$ cat src/rtl/tbid_pkg.sv
package tbid_pkg;

   localparam int unsigned OFS_W        = 12;
   localparam logic [11:0] OFS_STATUS   = 12'h138;
   localparam logic [11:0] OFS_COMMAND  = 12'h144;
   localparam logic [11:0] OFS_LENGTH   = 12'h146;
   localparam int unsigned STAT_ERR_BIT = 7;
   localparam int unsigned STAT_RDY_BIT = 8;

   typedef enum logic [1:0] {
      ACC_NONE,
      ACC_STATUS,
      ACC_COMMAND,
      ACC_LENGTH
   } acc_e;

   function automatic acc_e decode_ofs(input logic [OFS_W-1:0] ofs);
      case (ofs)
         OFS_STATUS:  return ACC_STATUS;
         OFS_COMMAND: return ACC_COMMAND;
         OFS_LENGTH:  return ACC_LENGTH;
         default:     return ACC_NONE;
      endcase
   endfunction

endpackage

$ cat src/rtl/tbid_regs.sv
module tbid_regs #(
   parameter int unsigned ADDR_W = 12,
   parameter int unsigned DATA_W = 16
) (
   input  logic              clk,
   input  logic              rst_n,
   input  logic              wr_i,
   input  logic              rd_i,
   input  logic [ADDR_W-1:0] addr_i,
   input  logic [DATA_W-1:0] wdata_i,
   input  logic              err_i,
   input  logic              rdy_i,
   output logic [DATA_W-1:0] rdata_o,
   output logic              cmd_wr_o,
   output logic              bid_eval_o,
   output logic              stat_rd_o
);
   import tbid_pkg::*;

   logic              hi_zero;
   acc_e              kind;
   logic [DATA_W-1:0] cmd_q;
   logic [DATA_W-1:0] len_q;
   logic              armed_q;
   logic [DATA_W-1:0] rmux;
   logic [DATA_W-1:0] stat_word;

   // Offsets above the window must decode as unmapped.
   generate
      if (ADDR_W > OFS_W) begin : g_wide_addr
         assign hi_zero = ~|addr_i[ADDR_W-1:OFS_W];
      end else begin : g_exact_addr
         assign hi_zero = 1'b1;
      end
   endgenerate

   assign kind = hi_zero ? decode_ofs(addr_i[OFS_W-1:0]) : ACC_NONE;

   assign cmd_wr_o   = wr_i && (kind == ACC_COMMAND);
   assign bid_eval_o = wr_i && (kind == ACC_LENGTH) && armed_q;
   assign stat_rd_o  = rd_i && (kind == ACC_STATUS);

   always_comb begin
      stat_word               = '0;
      stat_word[STAT_RDY_BIT] = rdy_i;
      stat_word[STAT_ERR_BIT] = err_i;
      case (kind)
         ACC_STATUS:  rmux = stat_word;
         ACC_COMMAND: rmux = cmd_q;
         ACC_LENGTH:  rmux = len_q;
         default:     rmux = '0;
      endcase
   end

   always_ff @(posedge clk or negedge rst_n) begin
      if (!rst_n) begin
         cmd_q   <= '0;
         len_q   <= '0;
         armed_q <= 1'b0;
         rdata_o <= '0;
      end else begin
         if (wr_i && kind == ACC_COMMAND) begin
            cmd_q   <= wdata_i;
            armed_q <= 1'b1;
         end
         if (wr_i && kind == ACC_LENGTH) begin
            len_q   <= wdata_i;
            armed_q <= 1'b0;
         end
         if (rd_i) rdata_o <= rmux;
      end
   end

endmodule

$ cat src/rtl/tbid_len_check.sv
module tbid_len_check #(
   parameter int unsigned LEN_W      = 16,
   parameter int unsigned MIN_LEN    = 1,
   parameter int unsigned MAX_LEN    = 1514,
   parameter bit          ROUND_EVEN = 1'b1
) (
   input  logic [LEN_W-1:0] len_i,
   output logic             ok_o,
   output logic [LEN_W:0]   need_o
);
   localparam logic [LEN_W:0] MIN_V = (LEN_W+1)'(MIN_LEN);
   localparam logic [LEN_W:0] MAX_V = (LEN_W+1)'(MAX_LEN);

   logic [LEN_W:0] len_x;

   assign len_x = {1'b0, len_i};
   assign ok_o  = (len_x >= MIN_V) && (len_x <= MAX_V);

   generate
      if (ROUND_EVEN) begin : g_round
         assign need_o = len_x + (LEN_W+1)'(len_i[0]);
      end else begin : g_exact
         assign need_o = len_x;
      end
   endgenerate

endmodule

$ cat src/rtl/tbid_bid_fsm.sv
module tbid_bid_fsm #(
   parameter int unsigned LEN_W   = 16,
   parameter int unsigned SPACE_W = 16
) (
   input  logic               clk,
   input  logic               rst_n,
   input  logic               cancel_i,
   input  logic               eval_i,
   input  logic               ok_i,
   input  logic [LEN_W:0]     need_i,
   input  logic [SPACE_W-1:0] free_i,
   input  logic               copy_start_i,
   input  logic               stat_rd_i,
   output logic               ready_o,
   output logic               accept_o,
   output logic [LEN_W:0]     grant_o,
   output logic               err_o
);
   localparam int unsigned CMP_W = (LEN_W + 1 > SPACE_W) ? LEN_W + 1 : SPACE_W;

   logic           pending_q;
   logic [LEN_W:0] need_q;
   logic           fits;

   assign fits = CMP_W'(need_q) <= CMP_W'(free_i);

   always_ff @(posedge clk or negedge rst_n) begin
      if (!rst_n) begin
         pending_q <= 1'b0;
         need_q    <= '0;
         ready_o   <= 1'b0;
         accept_o  <= 1'b0;
         grant_o   <= '0;
      end else begin
         accept_o <= 1'b0;
         if (cancel_i) begin
            pending_q <= 1'b0;
            ready_o   <= 1'b0;
         end else if (eval_i) begin
            pending_q <= ok_i;
            need_q    <= need_i;
         end else if (pending_q && fits) begin
            pending_q <= 1'b0;
            ready_o   <= 1'b1;
            accept_o  <= 1'b1;
            grant_o   <= need_q;
         end else if (ready_o && copy_start_i) begin
            ready_o <= 1'b0;
         end
      end
   end

   // A new error wins over the clear-on-read.
   always_ff @(posedge clk or negedge rst_n) begin
      if (!rst_n)                err_o <= 1'b0;
      else if (eval_i && !ok_i)  err_o <= 1'b1;
      else if (stat_rd_i)        err_o <= 1'b0;
   end

endmodule

$ cat src/rtl/tx_bid_ctrl.sv
module tx_bid_ctrl #(
   parameter int unsigned ADDR_W     = 12,
   parameter int unsigned DATA_W     = 16,
   parameter int unsigned SPACE_W    = 16,
   parameter int unsigned MIN_LEN    = 1,
   parameter int unsigned MAX_LEN    = 1514,
   parameter bit          ROUND_EVEN = 1'b1
) (
   input  logic               clk,
   input  logic               rst_n,
   input  logic               reg_wr,
   input  logic               reg_rd,
   input  logic [ADDR_W-1:0]  reg_addr,
   input  logic [DATA_W-1:0]  reg_wdata,
   output logic [DATA_W-1:0]  reg_rdata,
   input  logic [SPACE_W-1:0] free_space,
   input  logic               copy_start,
   output logic               bid_accept,
   output logic [DATA_W:0]    grant_bytes,
   output logic               tx_ready,
   output logic               bid_err
);
   generate
      if (ADDR_W < tbid_pkg::OFS_W) begin : g_bad_addr
         $error("tx_bid_ctrl: ADDR_W too narrow for the register window");
      end
      if (DATA_W <= tbid_pkg::STAT_RDY_BIT) begin : g_bad_data
         $error("tx_bid_ctrl: DATA_W too narrow for the status bits");
      end
      if (MIN_LEN < 1 || MIN_LEN > MAX_LEN) begin : g_bad_range
         $error("tx_bid_ctrl: illegal length range");
      end
      if (MAX_LEN >= (64'd1 << DATA_W)) begin : g_bad_max
         $error("tx_bid_ctrl: MAX_LEN exceeds the length register");
      end
   endgenerate

   logic            cmd_wr;
   logic            bid_eval;
   logic            stat_rd;
   logic            len_ok;
   logic [DATA_W:0] len_need;

   tbid_regs #(
      .ADDR_W(ADDR_W),
      .DATA_W(DATA_W)
   ) u_regs (
      .clk       (clk),
      .rst_n     (rst_n),
      .wr_i      (reg_wr),
      .rd_i      (reg_rd),
      .addr_i    (reg_addr),
      .wdata_i   (reg_wdata),
      .err_i     (bid_err),
      .rdy_i     (tx_ready),
      .rdata_o   (reg_rdata),
      .cmd_wr_o  (cmd_wr),
      .bid_eval_o(bid_eval),
      .stat_rd_o (stat_rd)
   );

   tbid_len_check #(
      .LEN_W     (DATA_W),
      .MIN_LEN   (MIN_LEN),
      .MAX_LEN   (MAX_LEN),
      .ROUND_EVEN(ROUND_EVEN)
   ) u_len (
      .len_i (reg_wdata),
      .ok_o  (len_ok),
      .need_o(len_need)
   );

   tbid_bid_fsm #(
      .LEN_W  (DATA_W),
      .SPACE_W(SPACE_W)
   ) u_fsm (
      .clk         (clk),
      .rst_n       (rst_n),
      .cancel_i    (cmd_wr),
      .eval_i      (bid_eval),
      .ok_i        (len_ok),
      .need_i      (len_need),
      .free_i      (free_space),
      .copy_start_i(copy_start),
      .stat_rd_i   (stat_rd),
      .ready_o     (tx_ready),
      .accept_o    (bid_accept),
      .grant_o     (grant_bytes),
      .err_o       (bid_err)
   );

endmodule

$ cat config.mk
export PLATFORM = sky130hd
export DESIGN_NAME = tx_bid_ctrl
export DESIGN_NICKNAME = d
export VERILOG_FILES = /design/src/rtl/tbid_pkg.sv /design/src/rtl/tbid_regs.sv /design/src/rtl/tbid_len_check.sv /design/src/rtl/tbid_bid_fsm.sv /design/src/rtl/tx_bid_ctrl.sv
export SDC_FILE = /design/constraint.sdc
export NUM_CORES = 1
export LEC_CHECK = 0
export ABC_AREA = 1
export CAP_MARGIN = 25
export CORE_MARGIN = 3
export CORE_UTILIZATION = 53
export DETAILED_ROUTE_END_ITERATION = 6
export PLACE_DENSITY = 0.84
export SYNTH_ARGS = -nofsm -noshare
export SYNTH_HDL_FRONTEND = slang
export SYNTH_HIERARCHICAL = 1
export SYNTH_SLANG_ARGS = --single-unit
$ cat constraint.sdc
create_clock -name clk -period 2.3 [get_ports clk]
set_input_delay 0.69 -clock clk [delete_from_list [all_inputs] [get_ports clk]]
set_output_delay 0.69 -clock clk [all_outputs]
set_load 0.02 [all_outputs]
# --- After elaboration in Yosys (flattened, before gate mapping) ---
# Cells that the tools add are included.
# Widths: inputs -> output; s select.
totals:
  in_bits: 49
  elab_cells: 55
  ff_bits: 87
op_classes:
  n_lt_le_gt_ge: 3
  n_bitwise: 2
  n_addsub: 1
  eq_ne: 7
  reduce_logical: 16
  muxes: 16
ops:
  columns: ["operator", "count"]
  rows:
  - ["$pmux 16 s3", 1]
  - ["$eq 12x9->1 const B", 3]
  - ["$add 16x1->17", 1]
  - ["$le 17x16->1", 1]
  - ["$ge 16x1->1 const B", 1]
  - ["$le 16x11->1 const B", 1]
  - ["$mux 1", 14]
  - ["$logic_and 1x1->1", 8]
  - ["$pmux 2 s3", 1]
  - ["$reduce_bool 3->1", 2]
  - ["$eq 2x2->1 const B", 2]
  - ["$reduce_and 2->1", 2]
  - ["$reduce_bool 2->1", 2]
  - ["$reduce_and 3->1", 1]
  - ["$eq 2x1->1 const B", 1]
  - ["$ne 2x2->1 const B", 1]
  - ["$not 1->1", 2]
  - ["$logic_not 1->1", 1]

# --- Longest topological paths before layout ---
# Gate-level depths: netlist (run 1).
depth:
  ltp_word: 7
  depth_mapped: 16
  mapped_depth_nobuf: 16

# --- Cells and area by module ---
# The synthesis (run 1) kept the hierarchy.
modules_own_cells:
  columns: ["module", "area_per_inst_um2", "n_inst", "cells_each"]
  rows:
  - ["tbid_regs", 2377.3, 1, 282]
  - ["tbid_bid_fsm", 1900.6, 1, 209]
  - ["tbid_len_check", 605.6, 1, 101]

# --- Worst setup path before layout (run 1) ---
# OpenSTA, ideal clock, no wires.
synth_path:
  path_kind: "input -> register"
  from: "in reg_addr[11]"
  to: "reg u_fsm.need_q[10]"
  path_slack_ns: -0.270
  setup_time_ns: 0.125
  n_path_buf: 2
  arrival_ns: 2.445
  stages: 9
  path_cell_list: "or2_4 > nor2_8 > buf_4 > nand3_1 > nor4_1 > inv_1 > or2_2 > clkbuf_1 > mux2_2"
synth_via:
  elab_chain_len: 6
synth_rtl:
  columns: ["item", "line", "rtl"]
  rows:
  - ["start, declared", "tx_bid_ctrl.sv:13", "input logic [ADDR_W-1:0] reg_addr,"]
  - ["$eq 12x9->1", "tbid_pkg.sv:18", "case (ofs)"]
  - ["$pmux 2 s3 *", "tbid_pkg.sv:18", null]
  - ["$eq 2x2->1 *", "tbid_regs.sv:40", "assign bid_eval_o = wr_i && (kind == ACC_LENGTH) && armed_q;"]
  - ["$logic_and 1x1->1 * (2 in a row)", "tbid_regs.sv:40", null]
  - ["named net bid_eval", "tx_bid_ctrl.sv:39", "logic bid_eval;"]
  - ["$reduce_and 2->1 (no source line) *", null, null]
  - ["end signal, assigned", "tbid_bid_fsm.sv:41", "need_q <= need_i;"]
  - ["end, declared", "tbid_bid_fsm.sv:22", "logic [LEN_W:0] need_q;"]
# The timed path passes the listed nets; every way through them passes the cells marked *.
# A chain may end at the register's enable or synchronous reset.

# --- Worst setup path after layout (run 1) ---
layout_path:
  from: "in reg_addr[1]"
  to: "reg u_fsm.grant_o[0]"
layout_lines:
  columns: ["item", "line", "rtl"]
  rows:
  - ["$eq 12x9->1", "tbid_pkg.sv:18", null]
  - ["$pmux 2 s3 *", "tbid_pkg.sv:18", null]
  - ["$eq 2x2->1 *", "tbid_regs.sv:39", "assign cmd_wr_o = wr_i && (kind == ACC_COMMAND);"]
  - ["$logic_and 1x1->1 *", "tbid_regs.sv:39", null]
  - ["named net cmd_wr", "tx_bid_ctrl.sv:38", "logic cmd_wr;"]
  - ["$not 1->1 (no source line) *", null, null]
  - ["$reduce_and 3->1 (no source line) *", null, null]
  - ["end signal, assigned", "tbid_bid_fsm.sv:46", "grant_o <= need_q;"]
  - ["end, declared", "tbid_bid_fsm.sv:16", "output logic [LEN_W:0] grant_o,"]
# Marked as above.

==> flow_summary.toml, run 1 <==
[outcome]
status = "complete, but fails checks"
violations = "setup timing"

[routing]
post_drt_wl_per_cell_microns = 17.9
drtAntennaViolNets = 0
drt-initial-drc-count = 508
drc = 0
drtPass1Iterations = 6
routed_wl_mm = 15.2
vias = 4777
post_drt_via_cell_ratio = 5.64

[clocking]
ctsHoldBuffers = 0
cts_buffer_depth = 2
cts_max_level = 3
clock-sinks = 87
cts_buffers = 9
insertion_delay_ns = 0.38
clk_pin_slew_worst_paths_ns = 0.09
cts_root_buf = "clkbuf_8"
cts_tree = "built"

[logic_synthesis]
synth_ff_type = "dfrtp_1"
synth.distinct_cells = 40
synth_top_cell_by_area = "dfrtp_1"
synth.area.top_cells = "dfrtp_1 (45%), nand2_1 (14%), inv_1 (6.3%), ha_1 (5.1%), mux2_2 (3.5%)"
ys_async_sr_fraction_pct = 100
ys_ff_latch = 87
syn_area_sq_mm = 0.00488
synth_top_family_by_area = "simple AND/OR/NAND/NOR gates"
avgSynthCellArea_sq_um = 8.25
synthAdderAreaFrac_pct = 5.12
synth-xor-area-share_pct = 1.97
yosys-mux-area-fraction_pct = 3.46
synth-compound-area-share_pct = 7.28
synth_edf_count = 0
seq_area_frac_synth_pct = 44.6
syn_nets = 661
synth_top_area_share_pct = 44.6
synthCells = 592
yosys.area_share.simple_pct = 27.7
synth_warnings = 6

[floorplan]
core_sq_mm = 0.00885
die-area_sq_mm = 0.0104
die_w_microns = 102
ios = 85
die_h_microns = 102
rows = 34
start_util_pct = 55.2

[timing]
rsz0062_at_grt = "yes"
period_share_pct = 104
setup_viol = 8
slew_violations = 0
hold_viol = 0
max_freq_ghz = 0.420
setup_ws_ns = -0.0815
period_needed_ns = 2.38
final.setup_skew_ns = 0.0235
worst_slew_pin_slew_ns = 0.497
hold_ws_ns = 0.247
slew_headroom_pct = 66.7

[place]
dp_cells = 825
dp_hpwl_mm = 9.23
pre_cts_slack_ns = -0.411
io_buffers = 84
routabilityCongestion = 0.864

[power]
power_frac_seq_pct = 47.8
p_total_mw = 3.22
p_leak_nw = 3.67
clock_power_share_pct = 40.4
vdd_drop_max_v = 0.000393
p_int_mw = 2.42
power_density_mw_per_mm2 = 466
sw_frac_of_total_pct = 24.7
net-switching-power_uw = 794
combPwrFrac_pct = 11.8

[global_routing]
grt_pass1_wl_mm = 21.5
antenna_found_initial = 0
grt_pass1_vias = 4620
grt_use_total_pct = 26.1
grt_overflow_total = 0
grt_max_degree = 39

[worst_setup_path]
r2r-start = "u_fsm/need_q[13]$_DFFE_PN0P_"
reg2reg_slack_ns = 0.05
ff2ff_path_depth = 10
critPathRequiredTime_ns = 2.55
cp_data_arrival_time_ns = 2.63
critical_path_class = "in2reg"
cp-start-kind = "input pin"
end_kind = "flop"
r2r-end = "u_fsm/grant_o[0]$_DFFE_PN0P_"
cp_max_fo = 18

[hold_path]
hold_class = "in2async"

[run]
cap_violations = 0

[cells_and_area]
syn2layout_area_growth_pct = 41.4
fin_cells = 847
diodes = 0
drive_gt1_share_pct = 26.5
fill_cells = 499
layout.nets = 804
==> cell families (layout without fill, tap and decap cells) <==
kind of cell / count (synthesis) / count (layout)
multiplexers: 15 / 15
AND/OR/NAND/NOR: 294 / 296
XOR/XNOR: 11 / 11
buffers and inverters: 103 / 248
adder cells (fa/ha/maj): 20 / 20
other: 1 / 1
flip-flops: 87 / 87
AO/OA/AOI/OAI: 61 / 61
==> power by group through the flow <==
stage	clock (mW)	sequential [mW]	combinational, mW
5_1_grt	1.38	1.54	0.408
2_1_floorplan	0	1.57	0.112
3_3_place_gp	0	1.57	0.320
6_report	1.30	1.54	0.380
4_1_cts	1.28	1.54	0.345
3_5_place_dp	0	1.57	0.330
==> how the worst max path moves through the flow <==
stage,slack (ns),endpoint,depth (start not counted),startpoint
finish,-0.08,u_fsm/grant_o[0]$_DFFE_PN0P_,13,reg_addr[1]
global route,-0.17,u_fsm/grant_o[0]$_DFFE_PN0P_,13,reg_addr[1]
CTS,0.00002,u_fsm/grant_o[15]$_DFFE_PN0P_,16,free_space[12]
detailed placement,-0.41,u_fsm/grant_o[0]$_DFFE_PN0P_,10,free_space[6]
global placement,-0.31,u_fsm/need_q[2]$_DFFE_PN0P_,7,reg_addr[11]
floorplan,-0.02,u_fsm/need_q[10]$_DFFE_PN0P_,9,reg_addr[11]
==> flip-flops by register name, indices dropped and copies added, names as in the netlist <==
| signal | cells |
|---|---|
| u_fsm/grant_o | 17 |
| u_fsm/need_q | 17 |
| u_regs/cmd_q | 16 |
| u_regs/len_q | 16 |
| u_regs/rdata_o | 16 |
| u_fsm/accept_o | 1 |
| u_fsm/err_o | 1 |
| u_fsm/pending_q | 1 |
| u_fsm/ready_o | 1 |
| u_regs/armed_q | 1 |
==> layer usage <==
layer	vias to the layer above	share of wire, %	track usage [%]
met5	-	0	0
met3	104	8.3	4.91
met4	0	5.9	10.7
met1	2218	37	31.9
met2	314	49	45.3
li1	2141	-	-
==> cells in the mapped netlist, drive strengths merged, types with 2 or more instances <==
| cell type | instances |
|---|---|
| inv | 83 |
| xor2 | 11 |
| nand3 | 37 |
| buf | 16 |
| a21oi | 10 |
| o21ai | 48 |
| ha | 20 |
| nand2 | 191 |
| o22ai | 2 |
| nor2 | 46 |
| clkbuf | 3 |
| or2 | 3 |
| nor3 | 7 |
| nand4 | 6 |
| mux2 | 15 |
| nor4 | 2 |
| dfrtp | 87 |
==> critical path, stage by stage <==
cell and delay (ns):
clkdlybuf4s50_1 0.46, nor2_2 0.14, nand2_1 0.08, nor2_2 0.15
nand2_2 0.08, nand4_1 0.12, nor2_4 0.08, nor2_2 0.09
nand2_2 0.09, a21oi_4 0.29, inv_6 0.14, nand2_1 0.10
o21ai_0 0.10
==> through the flow <==
step | area [sq um] | utilization (%) | TNS [ns]
4_1_cts | 6650 | 75.1 | 0
3_3_place_gp | 6230 | 70.4 | -13.14
3_5_place_dp | 6230 | 70.4 | -17.41
5_1_grt | 6910 | 78.1 | -1.58
6_report | 6910 | 78.1 | -0.290
2_1_floorplan | 4920 | - | -0.296
==> what timing repair did <==
action,in CTS,in global routing
endpoints found under the setup margin,22,36
gates resized for setup,28,74
cloned,1,2
setup buffers,2,3
pin swaps,21,39
==> cell type report <==
cell class	count	area [sq um]	area share (%)
multi-input combinational	404	2560	37.1
tap	108	135	1.96
clock inverter	5	106	1.54
inverter	84	320	4.64
clock buffer	10	128	1.85
sequential	87	2180	31.5
timing repair buffer	149	1480	21.4
==> placed cells by master, fill, tap and decap left out, types with 2 or more instances in the layout <==
cell               n
inv_6              2
nand2_4            6
nand2_2           18
nor2_8             2
a21oi_1            6
nand3_2            4
nor2_4             9
nor3_4             2
o21ai_2            9
nor2_2            10
ha_1               7
nor2_1            25
o21ai_0           21
dlymetal6s2s_1    20
o21ai_1           18
buf_4             57
buf_12             6
clkdlybuf4s50_1   60
nand2_1          167
ha_4              13
clkbuf_8           9
a21oi_2            3
inv_2             15
bufinv_16          3
nand3_1           32
mux2_2            15
inv_1             67
xor2_1            11
nor3_1             4
o22ai_1            2
dfrtp_1           87
nand4_1            6
or2_4              4
dlygate4sd2_1      3
Note: power is estimated with default switching activity, not from simulation.
==> run 2: changes to the inputs <==
CORE_MARGIN = 5   (was 3)
==> run 2 against run 1 <==
The run still ends with setup timing left. Fmax grew 2.9%. Setup slack gained 0.068 ns. Combinational power shrank 2%. Clock-buffer cell count is the same. Final cell count grew 1.8%. Cell area grew 0.47%. Non-clock buffer count grew 10. Critical path depth is the same. Sequential power is essentially flat.
==> flow_summary.toml, run 2 (synthesis gave the netlist of run 1 again) <==
[outcome]
status = "complete, but fails checks"
violations = "setup timing"

[power]
p_leak_nw = 3.74
power_density_mw_per_mm2 = 438
vdd_drop_max_v = 0.000296
sw_frac_of_total_pct = 26.5
clock_power_share_pct = 37.2
power_frac_seq_pct = 50.5
p_int_mw = 2.24
combPwrFrac_pct = 12.3
net-switching-power_uw = 805

[clocking]
insertion_delay_ns = 0.37
ctsHoldBuffers = 0
clk_pin_slew_worst_paths_ns = 0.09
cts_buffers = 9
cts_max_level = 3
cts_root_buf = "clkbuf_8"
cts_tree = "built"
cts_buffer_depth = 2
clock-sinks = 87

[worst_setup_path]
critPathRequiredTime_ns = 2.55
r2r-start = "u_fsm/need_q[15]$_DFFE_PN0P_"
cp-start-kind = "input pin"
reg2reg_slack_ns = 0.21
cp_data_arrival_time_ns = 2.56
r2r-end = "u_fsm/grant_o[1]$_DFFE_PN0P_"
end_kind = "flop"
critical_path_class = "in2reg"
cp_max_fo = 8
ff2ff_path_depth = 11

[timing]
worst_slew_pin_slew_ns = 0.585
slew_violations = 0
period_needed_ns = 2.31
setup_ws_ns = -0.0139
max_freq_ghz = 0.432
setup_viol = 1
slew_headroom_pct = 61.0
hold_viol = 0
final.setup_skew_ns = 0.0165
period_share_pct = 101
hold_ws_ns = 0.309

[floorplan]
die_h_microns = 106
core_sq_mm = 0.00911
die-area_sq_mm = 0.0112
start_util_pct = 53.6
ios = 85
rows = 35
die_w_microns = 106

[routing]
routed.top_layer = "met4"
routed_wl_mm = 15.7
wl_met1_mm = 5.96
drc = 0
vias = 4875
post_drt_wl_per_cell_microns = 18.2
drtPass1Iterations = 5
drtAntennaViolNets = 0
wl_met2_mm = 7.78
wl_met3_mm = 1.26
drt-initial-drc-count = 481
post_drt_via_cell_ratio = 5.66

[cells_and_area]
syn2layout_area_growth_pct = 42.1
drive_gt1_share_pct = 26.5
diodes = 0
reg_top3 = "u_fsm/grant_o (17), u_fsm/need_q (17)"
finish.utilization_pct = 76.2
layout.nets = 815
final_cell_mix = "nand2_1 (171), dfrtp_1 (87), inv_1 (68)"
layout_commonest_cell = "nand2_1"
fin_cells = 862

[place]
routabilityCongestion = 0.891
dp_cells = 831
io_buffers = 84
dp_hpwl_mm = 9.46

[global_routing]
antenna_found_initial = 0
grt_pass1_vias = 4833
grt_max_degree = 44
grt_use_total_pct = 24.0
grt_pass1_wl_mm = 22.1
grt_overflow_total = 0

[hold_path]
hold_class = "in2async"

[run]
cap_violations = 0
run 2: power by group through the flow:
stage          combinational, mW  clock, mW  sequential (mW)
3_3_place_gp               0.316          0             1.57
4_1_cts                    0.333       1.13             1.54
6_report                   0.374       1.13             1.54
3_5_place_dp               0.329          0             1.57
5_1_grt                    0.406       1.22             1.54
2_1_floorplan              0.112          0             1.57
run 2: how the worst max path moves through the flow:
stage | cells past startpoint | end | slack (ns) | startpoint
2_1_floorplan | 9 | u_fsm/need_q[10]$_DFFE_PN0P_ | -0.02 | reg_addr[11]
3_3_place_gp | 11 | u_fsm/grant_o[0]$_DFFE_PN0P_ | -0.32 | reg_addr[11]
3_5_place_dp | 10 | u_fsm/grant_o[0]$_DFFE_PN0P_ | -0.39 | free_space[7]
4_1_cts | 10 | u_fsm/grant_o[15]$_DFFE_PN0P_ | 0.0005 | free_space[7]
5_1_grt | 13 | u_fsm/grant_o[1]$_DFFE_PN0P_ | -0.1 | reg_addr[8]
6_report | 13 | u_fsm/grant_o[1]$_DFFE_PN0P_ | -0.01 | reg_addr[8]
run 2: cell type report:
class,instances,area (sq um)
Timing Repair Buffer,159,1570
Inverter,84,320
Fill cell,573,2170
Multi-Input combinational cell,404,2520
Tap cell,111,139
Sequential cell,87,2180
Timing Repair inverter,1,6.26
Clock buffer,10,138
Clock inverter,6,67.6
run 2: worst max-delay path: stages:
cell and delay, ns:
clkdlybuf4s50_1 0.50, nand2_4 0.08, nor2_8 0.13, nand3_4 0.09
nor4_4 0.28, buf_4 0.17, nor2_2 0.04, nand2_2 0.10
a21oi_4 0.06, buf_6 0.13, clkbuf_16 0.15, nand2_1 0.06
nand2_1 0.07
run 2: stage by stage:
step / worst slack (ns) / instance area [sq um] / setup TNS, ns / power [mW]
after floorplan: -0.0230 / 4920 / -0.296 / 1.68
after global placement: -0.317 / 6230 / -13.38 / 1.88
after detailed placement: -0.394 / 6230 / -16.81 / 1.90
after CTS: 0.000517 / 6450 / 0 / 3.00
after global routing: -0.0975 / 6940 / -0.746 / 3.16
final: -0.0139 / 6940 / -0.0139 / 3.04
run 2: repair_timing:
action / CTS / global route
setup endpoints to repair: 18 / 36
pin swaps: 2 / 54
cloned: 0 / 5
buffers inserted: 0 / 10
gates resized for setup: 2 / 93
run 2: layer usage:
layer | vias up | global-route usage (%)
met4 | 0 | 10.2
met5 | - | 0
met1 | 2330 | 29.2
met3 | 71 | 3.46
li1 | 2160 | -
met2 | 314 | 42.6
